**config.mk**
```make
export PLATFORM = sky130hd
export DESIGN_NAME = uart_ctrl
export DESIGN_NICKNAME = d
export VERILOG_FILES = /design/src/rtl/uart_ctrl_pkg.sv /design/src/rtl/uart_ctrl_sync.sv /design/src/rtl/uart_ctrl_tx.sv /design/src/rtl/uart_ctrl_rx.sv /design/src/rtl/uart_ctrl.sv
export SDC_FILE = /design/constraint.sdc
export NUM_CORES = 1
export LEC_CHECK = 0
export ABC_AREA = 1
export BUFFER_PORTS_ARGS = -buffer_cell sky130_fd_sc_hd__buf_2
export CAP_MARGIN = 20
export CELL_PAD_IN_SITES_DETAIL_PLACEMENT = 1
export CELL_PAD_IN_SITES_GLOBAL_PLACEMENT = 1
export CORE_MARGIN = 5
export CORE_UTILIZATION = 44
export DETAILED_ROUTE_END_ITERATION = 6
export GPL_TIMING_DRIVEN = 0
export PLACE_DENSITY = 0.89
export SLEW_MARGIN = 40
export SYNTH_ARGS = -nofsm -noshare
export SYNTH_HDL_FRONTEND = slang
export SYNTH_SLANG_ARGS = --single-unit
```
**constraint.sdc**
```tcl
create_clock -name clk -period 6.2 [get_ports clk]
set_input_delay 0.93 -clock clk [delete_from_list [all_inputs] [get_ports clk]]
set_output_delay 0.93 -clock clk [all_outputs]
set_load 0.05 [all_outputs]
```
**src/rtl/uart_ctrl_pkg.sv**
```systemverilog
package uart_ctrl_pkg;

    // control register bit positions
    localparam int CR_UART = 0;
    localparam int CR_WL0  = 1;
    localparam int CR_PCE  = 2;
    localparam int CR_PC0  = 3;
    localparam int CR_TXEN = 4;
    localparam int CR_RXEN = 5;
    localparam int CR_PC1  = 6;
    localparam int CR_WL1  = 7;

    // status register bit positions
    localparam int SR_DTF = 1;
    localparam int SR_DRF = 2;
    localparam int SR_BOF = 7;
    localparam int SR_FEF = 8;
    localparam int SR_RMB = 9;
    localparam int SR_PE  = 10;

    localparam logic [3:0] STATE_SETUP = 4'b0001;
    localparam logic [3:0] STATE_RUN   = 4'b0010;

    typedef struct packed {
        logic len8;
        logic par_en;
        logic par_odd;
    } frame_cfg_t;

    typedef struct packed {
        logic       setup_req;
        logic       setup_on;
        logic       uart_on;
        logic       wl1;
        logic       wl0;
        logic       pce;
        logic       pc1;
        logic       pc0;
        logic       txen;
        logic       rxen;
        logic       ie_rx;
        logic       ie_tx;
        logic       f_txdone;
        logic       f_rxdone;
        logic       f_full;
        logic       f_ovr;
        logic       f_frm;
        logic       f_par;
        logic [7:0] rxbuf;
    } regs_t;

    // total bits in a frame: start + data + optional parity + stop
    function automatic logic [3:0] frame_len(input frame_cfg_t c);
        return 4'd9 + {3'b000, c.len8} + {3'b000, c.par_en};
    endfunction

    function automatic logic parity_of(input logic [7:0] d, input frame_cfg_t c);
        logic [7:0] m;
        m = c.len8 ? d : {1'b0, d[6:0]};
        return (^m) ^ c.par_odd;
    endfunction

    // line levels in send order, bit 0 first; unused upper bits are idle high
    function automatic logic [10:0] build_frame(input logic [7:0] d, input frame_cfg_t c);
        logic [10:0] f;
        f    = '1;
        f[0] = 1'b0;
        for (int i = 0; i < 8; i++) begin
            if (i < 7 || c.len8) f[i+1] = d[i];
        end
        if (c.par_en) begin
            if (c.len8) f[9] = parity_of(d, c);
            else        f[8] = parity_of(d, c);
        end
        return f;
    endfunction

endpackage

```
**src/rtl/uart_ctrl_sync.sv**
```systemverilog
module uart_ctrl_sync #(
    parameter int STAGES = 2
) (
    input  logic clk,
    input  logic rst_n,
    input  logic din,
    output logic dout
);
    logic [STAGES-1:0] sh_d, sh_q;

    always_comb begin
        sh_d = {sh_q[STAGES-2:0], din};
    end

    always_ff @(posedge clk or negedge rst_n) begin
        if (!rst_n) sh_q <= '1;
        else        sh_q <= sh_d;
    end

    assign dout = sh_q[STAGES-1];
endmodule

```
**src/rtl/uart_ctrl_tx.sv**
```systemverilog
module uart_ctrl_tx
    import uart_ctrl_pkg::*;
#(
    parameter int BIT_CYCLES = 16
) (
    input  logic       clk,
    input  logic       rst_n,
    input  logic       enable,
    input  logic       start,
    input  logic [7:0] data,
    input  frame_cfg_t cfg,
    output logic       txd,
    output logic       busy,
    output logic       done
);
    localparam int CW = $clog2(BIT_CYCLES);
    localparam logic [CW-1:0] LAST = CW'(BIT_CYCLES - 1);

    typedef struct packed {
        logic          busy;
        logic [10:0]   frame;
        logic [3:0]    bit_idx;
        logic [3:0]    nbits;
        logic [CW-1:0] cyc;
    } tx_state_t;

    tx_state_t s_d, s_q;

    always_comb begin
        s_d  = s_q;
        done = 1'b0;
        if (!enable) begin
            s_d.busy = 1'b0;
        end else if (!s_q.busy) begin
            if (start) begin
                s_d.busy    = 1'b1;
                s_d.frame   = build_frame(data, cfg);
                s_d.nbits   = frame_len(cfg);
                s_d.bit_idx = '0;
                s_d.cyc     = '0;
            end
        end else if (s_q.cyc == LAST) begin
            s_d.cyc = '0;
            if (s_q.bit_idx == s_q.nbits - 4'd1) begin
                s_d.busy = 1'b0;
                done     = 1'b1;
            end else begin
                s_d.bit_idx = s_q.bit_idx + 4'd1;
                s_d.frame   = {1'b1, s_q.frame[10:1]};
            end
        end else begin
            s_d.cyc = s_q.cyc + 1'b1;
        end
    end

    always_ff @(posedge clk or negedge rst_n) begin
        if (!rst_n) begin
            s_q       <= '0;
            s_q.frame <= '1;
        end else begin
            s_q <= s_d;
        end
    end

    assign txd  = s_q.busy ? s_q.frame[0] : 1'b1;
    assign busy = s_q.busy;

    // a frame always opens with a low start bit
    p_start_low_r5: assert property (@(posedge clk) disable iff (!rst_n)
        $rose(s_q.busy) |-> !txd);

    // the bit pointer never runs past the frame length
    p_idx_bound_r5: assert property (@(posedge clk) disable iff (!rst_n)
        s_q.busy |-> (s_q.bit_idx < s_q.nbits));
endmodule

```
**src/rtl/uart_ctrl_rx.sv**
```systemverilog
module uart_ctrl_rx
    import uart_ctrl_pkg::*;
#(
    parameter int BIT_CYCLES = 16
) (
    input  logic       clk,
    input  logic       rst_n,
    input  logic       enable,
    input  logic       rxd,
    input  frame_cfg_t cfg,
    output logic       done,
    output logic [7:0] data,
    output logic       perr,
    output logic       ferr
);
    localparam int CW = $clog2(BIT_CYCLES);
    localparam logic [CW-1:0] LAST = CW'(BIT_CYCLES - 1);
    localparam logic [CW-1:0] MID  = CW'(BIT_CYCLES / 2 - 1);

    typedef enum logic [1:0] {RX_IDLE, RX_RUN, RX_WAITHI} rx_st_e;

    typedef struct packed {
        rx_st_e        st;
        logic [CW-1:0] cyc;
        logic [3:0]    bit_idx;
        logic [8:0]    bits;
    } rx_state_t;

    rx_state_t s_d, s_q;
    logic [3:0] nbits;
    logic       rx_par;

    assign nbits = frame_len(cfg);

    always_comb begin
        s_d  = s_q;
        done = 1'b0;
        if (!enable) begin
            s_d.st = RX_IDLE;
        end else begin
            unique case (s_q.st)
                RX_IDLE: begin
                    if (!rxd) begin
                        s_d.st      = RX_RUN;
                        s_d.cyc     = '0;
                        s_d.bit_idx = '0;
                    end
                end
                RX_RUN: begin
                    s_d.cyc = (s_q.cyc == LAST) ? '0 : s_q.cyc + 1'b1;
                    if (s_q.cyc == MID) begin
                        if (s_q.bit_idx == 4'd0) begin
                            if (rxd) s_d.st = RX_IDLE;
                            else     s_d.bit_idx = 4'd1;
                        end else if (s_q.bit_idx == nbits - 4'd1) begin
                            done   = 1'b1;
                            s_d.st = rxd ? RX_IDLE : RX_WAITHI;
                        end else begin
                            s_d.bits[s_q.bit_idx - 4'd1] = rxd;
                            s_d.bit_idx = s_q.bit_idx + 4'd1;
                        end
                    end
                end
                RX_WAITHI: begin
                    if (rxd) s_d.st = RX_IDLE;
                end
                default: s_d.st = RX_IDLE;
            endcase
        end
    end

    always_ff @(posedge clk or negedge rst_n) begin
        if (!rst_n) s_q <= '{st: RX_IDLE, default: '0};
        else        s_q <= s_d;
    end

    assign data   = cfg.len8 ? s_q.bits[7:0] : {1'b0, s_q.bits[6:0]};
    assign rx_par = cfg.len8 ? s_q.bits[8] : s_q.bits[7];
    assign perr   = cfg.par_en && (rx_par != parity_of(data, cfg));
    assign ferr   = !rxd;

    // after a low stop bit the receiver stays parked while the line is low
    p_hold_low_r9: assert property (@(posedge clk) disable iff (!rst_n)
        (s_q.st == RX_WAITHI && !rxd && enable) |=> (s_q.st == RX_WAITHI));
endmodule

```
**src/rtl/uart_ctrl.sv**
```systemverilog
module uart_ctrl
    import uart_ctrl_pkg::*;
#(
    parameter int BIT_CYCLES = 16,
    parameter int SYNC_STAGES = 2,
    parameter int ADDR_W = 8
) (
    input  logic              clk,
    input  logic              rst_n,
    input  logic              bus_sel,
    input  logic              bus_wr,
    input  logic [ADDR_W-1:0] bus_addr,
    input  logic [31:0]       bus_wdata,
    output logic [31:0]       bus_rdata,
    input  logic              rxd,
    output logic              txd,
    output logic              irq
);
    localparam logic [ADDR_W-1:0] A_REQ  = ADDR_W'('h00);
    localparam logic [ADDR_W-1:0] A_IEN  = ADDR_W'('h04);
    localparam logic [ADDR_W-1:0] A_STA  = ADDR_W'('h08);
    localparam logic [ADDR_W-1:0] A_CTL  = ADDR_W'('h10);
    localparam logic [ADDR_W-1:0] A_FLG  = ADDR_W'('h14);
    localparam logic [ADDR_W-1:0] A_SEND = ADDR_W'('h38);
    localparam logic [ADDR_W-1:0] A_RECV = ADDR_W'('h3C);

    regs_t      r_d, r_q;
    frame_cfg_t cfg;
    logic       wr_en, tx_start, tx_busy, tx_done, tx_active;
    logic       rx_s, rx_active, rx_done, rx_perr, rx_ferr;
    logic [7:0] rx_data;
    logic       unused_wdata;

    assign unused_wdata = ^bus_wdata[31:14];
    assign wr_en     = bus_sel && bus_wr;
    assign cfg       = '{len8: r_q.wl1 | r_q.wl0, par_en: r_q.pce, par_odd: r_q.pc0};
    assign tx_active = r_q.uart_on && r_q.txen && !r_q.setup_on;
    assign rx_active = r_q.uart_on && r_q.rxen && !r_q.setup_on;

    always_comb begin
        r_d      = r_q;
        tx_start = 1'b0;
        r_d.setup_on = r_q.setup_req;
        if (wr_en) begin
            case (bus_addr)
                A_REQ: r_d.setup_req = bus_wdata[0];
                A_IEN: begin
                    r_d.ie_rx = bus_wdata[2];
                    r_d.ie_tx = bus_wdata[1];
                end
                A_CTL: begin
                    if (r_q.setup_on) r_d.uart_on = bus_wdata[CR_UART];
                    if (r_q.uart_on) begin
                        r_d.txen = bus_wdata[CR_TXEN];
                        r_d.rxen = bus_wdata[CR_RXEN];
                        if (r_q.setup_on) begin
                            r_d.wl1 = bus_wdata[CR_WL1];
                            r_d.wl0 = bus_wdata[CR_WL0];
                            r_d.pce = bus_wdata[CR_PCE];
                            r_d.pc1 = bus_wdata[CR_PC1];
                            r_d.pc0 = bus_wdata[CR_PC0];
                        end
                    end
                end
                A_FLG: begin
                    if (bus_wdata[SR_DTF]) r_d.f_txdone = 1'b0;
                    if (bus_wdata[SR_DRF]) r_d.f_rxdone = 1'b0;
                    if (bus_wdata[SR_RMB]) r_d.f_full   = 1'b0;
                    if (bus_wdata[SR_BOF]) r_d.f_ovr    = 1'b0;
                    if (bus_wdata[SR_FEF]) r_d.f_frm    = 1'b0;
                    if (|bus_wdata[SR_PE+3:SR_PE]) r_d.f_par = 1'b0;
                end
                A_SEND: tx_start = tx_active && !tx_busy;
                default: ;
            endcase
        end
        if (tx_done) r_d.f_txdone = 1'b1;
        if (rx_done) begin
            if (r_q.f_full) begin
                r_d.f_ovr = 1'b1;
            end else begin
                r_d.rxbuf    = rx_data;
                r_d.f_rxdone = 1'b1;
                r_d.f_full   = 1'b1;
                if (rx_ferr) r_d.f_frm = 1'b1;
                if (rx_perr) r_d.f_par = 1'b1;
            end
        end
    end

    always_ff @(posedge clk or negedge rst_n) begin
        if (!rst_n) begin
            r_q           <= '0;
            r_q.setup_req <= 1'b1;
            r_q.setup_on  <= 1'b1;
        end else begin
            r_q <= r_d;
        end
    end

    always_comb begin
        bus_rdata = '0;
        case (bus_addr)
            A_REQ: bus_rdata[0] = r_q.setup_req;
            A_IEN: begin
                bus_rdata[2] = r_q.ie_rx;
                bus_rdata[1] = r_q.ie_tx;
            end
            A_STA: bus_rdata[15:12] = r_q.setup_on ? STATE_SETUP : STATE_RUN;
            A_CTL: begin
                bus_rdata[CR_UART] = r_q.uart_on;
                bus_rdata[CR_WL0]  = r_q.wl0;
                bus_rdata[CR_PCE]  = r_q.pce;
                bus_rdata[CR_PC0]  = r_q.pc0;
                bus_rdata[CR_TXEN] = r_q.txen;
                bus_rdata[CR_RXEN] = r_q.rxen;
                bus_rdata[CR_PC1]  = r_q.pc1;
                bus_rdata[CR_WL1]  = r_q.wl1;
            end
            A_FLG: begin
                bus_rdata[SR_DTF] = r_q.f_txdone;
                bus_rdata[SR_DRF] = r_q.f_rxdone;
                bus_rdata[SR_BOF] = r_q.f_ovr;
                bus_rdata[SR_FEF] = r_q.f_frm;
                bus_rdata[SR_RMB] = r_q.f_full;
                bus_rdata[SR_PE]  = r_q.f_par;
            end
            A_RECV: bus_rdata[7:0] = r_q.rxbuf;
            default: ;
        endcase
    end

    assign irq = (r_q.ie_rx && r_q.f_rxdone) || (r_q.ie_tx && r_q.f_txdone);

    uart_ctrl_sync #(.STAGES(SYNC_STAGES)) u_sync (
        .clk(clk), .rst_n(rst_n), .din(rxd), .dout(rx_s)
    );

    uart_ctrl_tx #(.BIT_CYCLES(BIT_CYCLES)) u_tx (
        .clk(clk), .rst_n(rst_n), .enable(tx_active), .start(tx_start),
        .data(bus_wdata[7:0]), .cfg(cfg), .txd(txd), .busy(tx_busy), .done(tx_done)
    );

    uart_ctrl_rx #(.BIT_CYCLES(BIT_CYCLES)) u_rx (
        .clk(clk), .rst_n(rst_n), .enable(rx_active), .rxd(rx_s), .cfg(cfg),
        .done(rx_done), .data(rx_data), .perr(rx_perr), .ferr(rx_ferr)
    );

    // format fields are frozen unless the confirmed state is setup
    p_cfg_locked_r3: assert property (@(posedge clk) disable iff (!rst_n)
        !r_q.setup_on |=> $stable({r_q.uart_on, r_q.wl1, r_q.wl0, r_q.pce, r_q.pc1, r_q.pc0}));

    // confirmed state follows the request one edge later
    p_state_follows_r2: assert property (@(posedge clk) disable iff (!rst_n)
        r_q.setup_req |=> r_q.setup_on);

    // send-complete only rises at the end of a frame in flight
    p_txdone_source_r7: assert property (@(posedge clk) disable iff (!rst_n)
        $rose(r_q.f_txdone) |-> $past(tx_busy));

    // a frame landing on a full buffer leaves the held byte alone
    p_overrun_keeps_r10: assert property (@(posedge clk) disable iff (!rst_n)
        (rx_done && r_q.f_full) |=> $stable(r_q.rxbuf));

    // no enables, no interrupt
    p_irq_quiet_r12: assert property (@(posedge clk) disable iff (!rst_n)
        (!r_q.ie_rx && !r_q.ie_tx) |-> !irq);
endmodule

```
==> metrics.yaml, run 1 <==
run_status:
  status: "completed"
grt:
  grtUsageTotal: 0.2152
  grt_overflow: 0
  grt_max_degree: 43
  antenna_found_initial: 0
  grt_pass1_wl_mm: 19.34
  grt_pass1_vias: 4070
setup_path:
  worstPathMaxFanout: 3
  r2r_cells: 13
  worst-r2r-setup-slack_ns: 3.76
  start_kind: "primary input"
  critPathRequiredTime_ns: 5.27
  cp_common_cell: "buf_2"
  r2r-start: "r_q[21]$_DFFE_PN0P_"
  critPathCaptureType: "primary output"
  slowest_stage: "nor4_1"
  r2r_end: "r_q[4]$_DFFE_PN0P_"
  critical_path.cell_chain: "buf_2 > or2_4 > inv_1 > nand3_1 > nor4_1 > nand2_1 > o2111ai_1 > buf_2"
  cpPeakStageDelay_ns: 0.47
  worstPathArrival_ns: 2.51
  critical_path_class: "primary input to primary output"
floorplanning:
  die_y_microns: 106.1
  rows: 35
  die_area_sq_mm: 0.01125
  die_x_microns: 106.1
  core-area_sq_mm: 0.009109
  initial_utilization: 0.4457
  io_pins: 79
cells_and_area:
  nFillCells: 1190
  utilization: 0.5122
  drive_gt1_frac: 0.2125
  area_growth_pct: 14.92
  layout.nets: 642
  diodes: 0
route:
  dr_wl_met2_mm: 5.826
  dr.pass1.iters: 4
  viasPerCell: 5.281
  drc_errors: 0
  drt-total-wl_mm: 11.21
  avgRoutedWirePerCell_microns: 15.92
  num_vias: 3718
  initialDrtViolationCount: 116
  ant_nets: 0
  top_layer_used: "met4"
  met3WireLength_microns: 604
  wl_met1_mm: 4.539
synthesis:
  async_reset_ff_frac: 1.000
  synth_edf_count: 0
  ys_types: 47
  syn_inst: 517
  synth_flop_cell: "dfrtp_1"
  synth_area_sq_mm: 0.004060
  yosysSeqAreaShare: 0.4361
  ys_warn_count: 0
  avgSynthCellArea_sq_um: 7.853
  synth-seq-cells: 70
sta:
  whs_ns: 0.3604
  layout_min_cycle_time_ns: 3.438
  finalSetupTns_ns: 0
  finalHoldViolCount: 0
  tightestPinTransition_ns: 0.6005
  finalSetupViolations: 0
  fmax_mhz: 290.8
  fin_ws_ns: 2.762
  period_share: 0.5546
  clock_skew_ns: 0.01581
  relSlewSlack: 0.5959
  rsz0062_at_grt: "no"
  drv_slew: 0
clock_tree:
  cts_resized: 0
  clk_pin_slew_worst_paths_ns: 0.07
  ctsHoldBuffers: 0
  clock_path_buffers: 2
  cts_buffers: 9
  cts_setup_buffers: 0
  root_buffer: "clkbuf_8"
  clk_latency_ns: 0.36
  cts_tree: "done"
  numClockSinks: 70
  htreeDepth: 3
run:
  maxCapViolations: 0
power_and_ir_drop:
  vdd_drop_max_v: 0.00008671
  p_per_area_mw_per_mm2: 190.1
  leakage_uw: 0.002406
placed_design:
  place.gp.congestion: 0.8497
  io_buffers: 41
  pre_cts_ws_ns: 2.805
  dp_hpwl_mm: 8.867
min_path:
  holdPathStages: 0
  min_path_type: "flip-flop to flip-flop"
  worstHoldStart: "u_sync.sh_q[0]$_DFF_PN1_"
  holdPathEnd: "u_sync.sh_q[1]$_DFF_PN1_"
## Yosys cell counts, types with 3 or more instances
| cell | n | share of area |
|---|---|---|
| nand4_1 | 9 | 0.014 |
| dfrtp_1 | 55 | 0.34 |
| a22oi_1 | 9 | 0.017 |
| o21ai_0 | 32 | 0.039 |
| a22o_1 | 3 | 0.0065 |
| nand3_1 | 28 | 0.035 |
| xor2_1 | 4 | 0.0086 |
| ha_1 | 9 | 0.028 |
| nor3_1 | 7 | 0.0086 |
| nor4_1 | 4 | 0.0062 |
| dfstp_2 | 15 | 0.097 |
| nand2_1 | 134 | 0.12 |
| o21ai_2 | 6 | 0.013 |
| inv_2 | 4 | 0.0037 |
| o21ai_1 | 5 | 0.0062 |
| xnor2_1 | 7 | 0.015 |
| nand2_2 | 4 | 0.0062 |
| inv_1 | 64 | 0.059 |
| or2_2 | 3 | 0.0046 |
| nand3_2 | 3 | 0.0074 |
| a21oi_1 | 21 | 0.026 |
| nor2_1 | 41 | 0.038 |
| buf_4 | 20 | 0.037 |
## worst max-delay path: cells and delay by family
family / cells / cell delay, ns
buffers and inverters: 3 / 0.48
AOI/OAI and AO/OA: 1 / 0.12
and+or+nand+nor: 4 / 0.98
## kinds of logic after synthesis
kind of cell    Yosys count  synth area share
simple gates            246            0.2746
fa+ha+maj                 9           0.02774
compound gates           87            0.1300
xor+xnor                 11           0.02373
buf+inv                  93            0.1069
flops                    70            0.4361
other cells               1         0.0009236
## metrics by stage
| step | power (uW) | instance area, sq um | std cells |
|---|---|---|---|
| final | 887.1 | 4666 | 704 |
| after global routing | 929.3 | 4666 | 704 |
| after CTS | 896.8 | 4666 | 704 |
| after detailed placement | 566.9 | 4498 | 688 |
| after global placement | 561.2 | 4472 | 687 |
| after floorplan | 534.8 | 4128 | 535 |
## worst max-delay path by stage
stage	from	end	cells after the start
CTS	bus_addr[7]	bus_rdata[2]	8
global placement	bus_addr[7]	bus_rdata[0]	7
detailed placement	bus_addr[7]	bus_rdata[2]	8
global route	bus_addr[7]	bus_rdata[1]	8
finish	bus_addr[7]	bus_rdata[2]	8
floorplan	bus_addr[7]	bus_rdata[3]	4
## area by class of cell
cell class,instances,area [sq um],area share
inverters,71,267.8,0.05739
flip-flops and latches,70,1770,0.3795
clock inverters,6,40.04,0.008581
repair buffers,42,231.5,0.04961
clock buffers,10,127.6,0.02735
well taps,111,138.9,0.02977
multi-input cells,372,1923,0.4122
plain buffers,22,166.4,0.03567
## routing by layer
layer / track usage / up-vias
met5: 0 / -
met4: 0.07123 / 0
met3: 0.05525 / 18
met2: 0.3916 / 96
met1: 0.2449 / 1818
li1: - / 1786
## report_power, final
group	leakage [uW]	internal (uW)	switching (uW)	total, uW
Sequential	0.000866	463	4.01	467
Clock	0.0000743	144	186	329
Combinational	0.00147	25.9	65.0	90.9
Total	0.00241	632	255	887
## placed cells by master (no fill, tap or decap), drive strengths merged
| master | n |
|---|---|
| a32oi | 1 |
| a22o | 3 |
| nand4 | 9 |
| dfstp | 15 |
| xor2 | 4 |
| nor4 | 4 |
| nand3b | 2 |
| a21boi | 1 |
| a32o | 1 |
| clkbuf | 10 |
| conb | 19 |
| ha | 9 |
| dfrtp | 55 |
| o22ai | 2 |
| a22oi | 9 |
| o211ai | 2 |
| a31oi | 1 |
| or2 | 5 |
| o2111ai | 2 |
| a21oi | 22 |
| nand2 | 139 |
| clkinv | 5 |
| xnor2 | 7 |
| o21ai | 43 |
| clkinvlp | 4 |
| nor3 | 9 |
| buf | 64 |
| nor2 | 45 |
| nor3b | 1 |
| inv | 68 |
| nand3 | 32 |
Note: power is estimated with default switching activity, not from simulation.
==> inputs of run 2 (changes only) <==
Settings changed: ABC_AREA 1 to 0, CORE_UTILIZATION 44 to 39, PLACE_DENSITY 0.89 to 0.8.
Clock period 6.2 ns to 2.9 ns, I/O delays scaled along.
==> metrics.yaml, run 2 <==
sta:
  layout_min_cycle_time_ns: 2.757
  clock_skew_ns: 0.01328  # -0.002530 ns
  finalSetupViolations: 0  # unchanged
  tightestPinTransition_ns: 0.5967  # -0.003869 ns
  fmax_mhz: 362.8
  fin_ws_ns: 0.1433  # -2.618 ns
  finalSetupTns_ns: 0  # unchanged
  period_share: 0.9506
  relSlewSlack: 0.6001  # +0.004104
  finalHoldViolCount: 0  # unchanged
  drv_slew: 0  # unchanged
synthesis:
  synth_fa_ha_area_frac: 0.02798  # +0.0002414
  synth_most_common_cell: "dfrtp_1"
  yosysSeqAreaShare: 0.4399  # +0.003795
  synth_compound_area_frac: 0.1374  # +0.007349
  synth_edf_count: 0  # unchanged
  syn_inst: 382  # -26%
  netlist.area_leader.share: 0.3419  # +0.002950
  async_reset_ff_frac: 1.000  # unchanged
  ys_warn_count: 0  # unchanged
  synth_flop_cell: "dfrtp_1"
  synthTopCellsByCount: "55 x dfrtp_1, 38 x nand2_1, 21 x mux2_2"
  yosysTopAreaCell: "dfrtp_1"
  avgSynthCellArea_sq_um: 10.54  # +34%
  synth_area_sq_mm: 0.004025  # -0.86%
  synth-simple-area-share: 0.1800  # -0.09459
  synth_mux_area_frac: 0.09170  # +0.09170
  synth_top_family_by_area: "simple AND/OR/NAND/NOR gates"
  synth_area_leaders: "dfrtp_1 34%, dfstp_2 9.8%, mux2_2 5.9%, xnor2_1 3.9%, buf_4 3.5%"
  synthXorXnorAreaFrac: 0.05999  # +0.03626
  ys_types: 65  # +38%
  synth-seq-cells: 70  # unchanged
placed_design:
  dp.cells: 578  # -16%
  pre_cts_ws_ns: -0.04187  # -2.847 ns
  dp_hpwl_mm: 7.688  # -13%
  place.gp.congestion: 0.8022  # -5.6%
  io_buffers: 41  # unchanged
route:
  avgRoutedWirePerCell_microns: 17.04  # +7.0%
  drc_errors: 0  # unchanged
  dr.pass1.iters: 4  # unchanged
  drt-total-wl_mm: 10.14  # -9.5%
  viasPerCell: 5.244  # -0.71%
  num_vias: 3120  # -16%
  ant_nets: 0  # unchanged
  initialDrtViolationCount: 119  # +2.6%
floorplanning:
  core-area_sq_mm: 0.01018  # +12%
  rows: 37  # +5.7%
  io_pins: 79  # unchanged
  die_area_sq_mm: 0.01245  # +11%
  die_x_microns: 111.6  # +5.2%
  initial_utilization: 0.3952  # -0.05053
  die_y_microns: 111.6  # +5.2%
setup_path:
  crit_end: "r_q[4]$_DFFE_PN0P_"
  worstPathMaxFanout: 10  # +7
  r2r_end: "r_q[4]$_DFFE_PN0P_"
  r2r-start: "r_q[21]$_DFFE_PN0P_"
  critical_path_class: "flip-flop to flip-flop"
  critPathCaptureType: "flip-flop"
  worst-r2r-setup-slack_ns: 0.14  # -3.62 ns
  critPathRequiredTime_ns: 3.12  # -2.15 ns
  r2r_cells: 9  # -4
  worstPathArrival_ns: 2.98  # +0.47 ns
  cp-startpoint: "r_q[21]$_DFFE_PN0P_"
  start_kind: "flip-flop"
grt:
  antenna_found_initial: 0  # unchanged
  grt_pass1_vias: 3346  # -18%
  grtUsageTotal: 0.1655  # -0.04968
  grt_overflow: 0  # unchanged
  grt_max_degree: 52  # +21%
  grt_pass1_wl_mm: 16.77  # -13%
cells_and_area:
  final_cells: 595  # -15%
  multi_input_area_sq_mm: 0.002097  # +9.0%
  diodes: 0  # unchanged
  final_common_cell: "dfrtp_1"
  drive_gt1_frac: 0.3007  # +0.08817
  nFillCells: 1165  # -2.1%
  layout.nets: 508  # -21%
  layout_common_cells: "55 x dfrtp_1, 42 x buf_2, 38 x nand2_1, 21 x mux2_2"
  area_growth_pct: 17.94
  regArea_sq_mm: 0.001770  # unchanged
power_and_ir_drop:
  p_sw_uw: 485.1  # +91%
  p_seq_frac: 0.491  # -0.035
  vdd_drop_max_v: 0.0002588  # +200%
  leakage_uw: 0.002177  # -9.5%
  p_per_area_mw_per_mm2: 422.5  # +120%
  finalPower_uw: 2006  # +130%
  internal-power_uw: 1521  # +140%
  pwr-share-comb: 0.087  # -0.016
  clkPwrFrac: 0.423  # +0.052
  swShare: 0.2419  # -0.04516
clock_tree:
  cts_tree: "done"
  cts_buffers: 9  # unchanged
  clk_latency_ns: 0.35  # about the same
  root_buffer: "clkbuf_8"
  numClockSinks: 70  # unchanged
  clk_pin_slew_worst_paths_ns: 0.08  # about the same
  clock_path_buffers: 2  # unchanged
  htreeDepth: 3  # unchanged
min_path:
  min_path_type: "primary input to flip-flop"
  worstHoldStart: "rxd"
run:
  maxCapViolations: 0  # unchanged
run_status:
  status: "completed"
[run 2: worst min path at each step]
stage                                           to  depth (start not counted)
after detailed placement   u_tx.s_q[3]$_DFFE_PN0P_                          1
after floorplan                          async pin                          0
after global placement    u_sync.sh_q[1]$_DFF_PN1_                          0
after CTS                 u_sync.sh_q[0]$_DFF_PN1_                          1
final                     u_sync.sh_q[0]$_DFF_PN1_                          1
after global routing      u_sync.sh_q[0]$_DFF_PN1_                          1
[run 2: critical path: stages, from the launching register on]
cell     delay, ns
dfrtp_1       0.49
nor2_2        0.21
inv_1         0.11
ha_1          0.35
nor4b_4       0.24
mux2i_2       0.13
or2_1         0.29
nor4_4        0.26
buf_6         0.23
mux2_4        0.31
[run 2: metrics by stage]
step,hold slack (ns),util,instance area (sq um)
6_report,0.1909,0.4661,4747
5_1_grt,0.1673,0.4661,4747
4_1_cts,0.1739,0.4644,4730
3_5_place_dp,0.2958,0.4430,4512
3_3_place_gp,0.3465,0.4387,4468
2_1_floorplan,0.1394,-,4093
[run 2: power by group through the flow]
stage / clock network [uW] / logic [uW] / registers, uW
4_1_cts: 872 / 175 / 984
6_report: 848 / 174 / 984
3_3_place_gp: 0 / 165 / 1000
5_1_grt: 914 / 189 / 984
3_5_place_dp: 0 / 173 / 1000
2_1_floorplan: 0 / 110 / 1000
[run 2: final cells by class]
| cell class | instances | area share |
|---|---|---|
| multi-input cells | 287 | 0.4418 |
| flip-flops and latches | 70 | 0.3730 |
| repair buffers | 43 | 0.05245 |
| plain buffers | 31 | 0.04402 |
| well taps | 136 | 0.03585 |
| clock buffers | 11 | 0.02768 |
| clock inverters | 5 | 0.01581 |
| inverters | 12 | 0.009489 |
[run 2: what timing repair did]
| item | in CTS | in global routing |
|---|---|---|
| cloned | 0 | 0 |
| resized for setup | 1 | 5 |
| endpoints found under the hold margin | 11 | 0 |
| hold buffers | 1 | 0 |
| endpoints found under the setup margin | 12 | 16 |
| pin swaps | 1 | 0 |
| buffers inserted | 0 | 0 |
[run 2: logic make-up (layout without fill, tap and decap cells)]
kind of cell | Yosys count | count (layout)
fa+ha+maj | 9 | 9
mux | 31 | 31
flops | 70 | 70
simple gates | 130 | 130
xor+xnor | 26 | 26
compound gates | 72 | 72
other cells | 1 | 19
buf+inv | 43 | 102
[run 2: metal layers]
layer  wire length, microns  share of wire  global-route usage  up-vias
met3                    344          0.034             0.04511       10
met4                    119          0.012             0.04055        0
li1                       -              -                   -     1481
met1                   4261           0.42              0.1919     1586
met5                      0              0                   0        -
met2                   5412           0.53              0.3024       43
==> inputs of run 3 (changes only) <==
Settings changed: REMOVE_ABC_BUFFERS set to 1.
==> metrics.yaml, run 3 (synthesized netlist as in run 2, its figures left out) <==
clock_tree:
  cts_buffers: 9  # unchanged
  clock_path_buffers: 2  # unchanged
  clk_pin_slew_worst_paths_ns: 0.07  # about the same
  cts_tree: "done"
  numClockSinks: 70  # unchanged
  htreeDepth: 3  # unchanged
  clk_latency_ns: 0.34  # about the same
  root_buffer: "clkbuf_8"
cells_and_area:
  area_growth_pct: 13.12
  layout_common_cells: "55 x dfrtp_1, 41 x buf_2, 38 x nand2_1, 21 x mux2_2"
  layout.nets: 480  # -5.5%
  drive_gt1_frac: 0.2738  # -0.02687
  final_common_cell: "dfrtp_1"
  fin_area_sq_mm: 0.004553  # -4.1%
  final_cells: 567  # -4.7%
  diodes: 0  # unchanged
placed_design:
  place.gp.congestion: 0.8066  # +0.55%
  io_buffers: 41  # unchanged
  dp_hpwl_mm: 7.730  # +0.54%
  post_dp_cell_area_sq_mm: 0.004325  # -4.1%
  dp.cells: 549  # -5.0%
setup_path:
  start_kind: "primary input"
  critical_path_class: "primary input to primary output"
  critPathRequiredTime_ns: 2.47  # -0.65 ns
  worstPathMaxFanout: 8  # -2
  critPathCaptureType: "primary output"
  worstPathArrival_ns: 2.28  # -0.70 ns
power_and_ir_drop:
  swShare: 0.2461  # +0.004257
  vdd_drop_max_v: 0.0001948  # -25%
  internal-power_uw: 1402  # -7.8%
  finalPower_uw: 1860  # -7.3%
  p_seq_frac: 0.530  # +0.039
  p_per_area_mw_per_mm2: 408.5  # -3.3%
  clkPwrFrac: 0.390  # -0.033
  leakage_uw: 0.002048  # -5.9%
  p_sw_uw: 457.8  # -5.6%
  pwr-share-comb: 0.080  # -0.007
sta:
  rsz0062_at_grt: "no"
  period_share: 0.9355  # -0.01505
  finalHoldViolCount: 0  # unchanged
  clock_skew_ns: 0.006639  # -0.006638 ns
  relSlewSlack: 0.5653  # -0.03480
  layout_min_cycle_time_ns: 2.713  # -0.04366 ns
  drv_slew: 0  # unchanged
  whs_ns: 0.1905  # -0.0003640 ns
  tightestPinTransition_ns: 0.6486  # +0.05191 ns
  fmax_mhz: 368.6  # +1.6%
  finalSetupViolations: 0  # unchanged
route:
  dr.pass1.iters: 4  # unchanged
  drc_errors: 0  # unchanged
  initialDrtViolationCount: 98  # -18%
  ant_nets: 0  # unchanged
  num_vias: 3038  # -2.6%
  viasPerCell: 5.358  # +2.2%
  drt-total-wl_mm: 9.962  # -1.7%
  avgRoutedWirePerCell_microns: 17.57  # +3.1%
floorplanning:
  core-area_sq_mm: 0.01018  # unchanged
  die_y_microns: 111.6  # unchanged
  die_area_sq_mm: 0.01245  # unchanged
  initial_utilization: 0.3952  # unchanged
  die_x_microns: 111.6  # unchanged
  rows: 37  # unchanged
  io_pins: 79  # unchanged
min_path:
  min_path_type: "primary input to flip-flop"
grt:
  grt_overflow: 0  # unchanged
  grt_pass1_wl_mm: 16.65  # -0.70%
  grt_pass1_vias: 3280  # -2.0%
  grt_max_degree: 49  # -5.8%
  grtUsageTotal: 0.1649  # -0.0006313
  antenna_found_initial: 0  # unchanged
run_status:
  status: "completed"
run:
  maxCapViolations: 0  # unchanged
## run 3: cell types whose count changed in the layout (fill, tap and decap cells not counted), sizes merged
cell / before / now
clkinv: 3 / 1
bufinv: 2 / 0
clkbuf: 19 / 15
buf: 65 / 45
## run 3: timing repair
action / in CTS / in global routing
setup buffers: 1 / 0
pin swaps: 1 / 0
hold buffers: 1 / 0
setup endpoints to repair: 9 / 12
resized for setup: 1 / 5
endpoints found under the hold margin: 11 / 0
## run 3: metal layers
metal	wire, microns	up-vias	global-route usage
li1	-	1429	-
met5	0	-	0
met2	5505	40	0.3060
met4	191	0	0.06083
met3	211	16	0.02935
met1	4055	1553	0.1884
## run 3: final cells by class
| class | instances | area (sq um) |
|---|---|---|
| Clock inverter | 1 | 5.005 |
| Tap cell | 136 | 170.2 |
| Inverter | 12 | 45.04 |
| Sequential cell | 70 | 1770 |
| Timing Repair Buffer | 46 | 272.8 |
| Multi-Input combinational cell | 287 | 2113 |
| Clock buffer | 15 | 176.4 |
| Fill cell | 1158 | 5632 |
## run 3: path summary, 6_finish.rpt
path                       slack [ns]  cells past startpoint                     start                       end
max reg2reg                      0.20                      9       r_q[21]$_DFFE_PN0P_        r_q[0]$_DFFE_PN0P_
min reg2reg                      0.36                      0  u_sync.sh_q[0]$_DFF_PN1_  u_sync.sh_q[1]$_DFF_PN1_
max in group asynchronous        1.81                      3                     rst_n  u_sync.sh_q[0]$_DFF_PN1_
min in group asynchronous        0.52                      2                     rst_n   u_tx.s_q[2]$_DFFE_PN0P_
min                              0.19                      1                       rxd  u_sync.sh_q[0]$_DFF_PN1_
max                              0.19                      5               bus_addr[7]              bus_rdata[3]
## run 3: worst max-delay path, cell delays in order
cell    delay [ns]
buf_2         0.11
or3b_1        0.55
nor3_2        0.60
a22o_1        0.29
buf_2         0.28
## run 3: through the flow
stage | TNS, ns | setup WS [ns] | util
2_1_floorplan | 0 | 0.07917 | -
3_3_place_gp | -3.519 | -0.3701 | 0.4186
3_5_place_dp | -1.253 | -0.2308 | 0.4247
4_1_cts | 0 | 0.02014 | 0.4445
5_1_grt | 0 | 0.002715 | 0.4471
6_report | 0 | 0.1869 | 0.4471
## run 3: power groups by stage
stage	combinational (uW)	sequential [uW]	clock [uW]
finish	149	986	725
global route	162	986	799
CTS	150	986	747
detailed placement	149	1000	0
global placement	138	1000	0
floorplan	87.1	1000	0
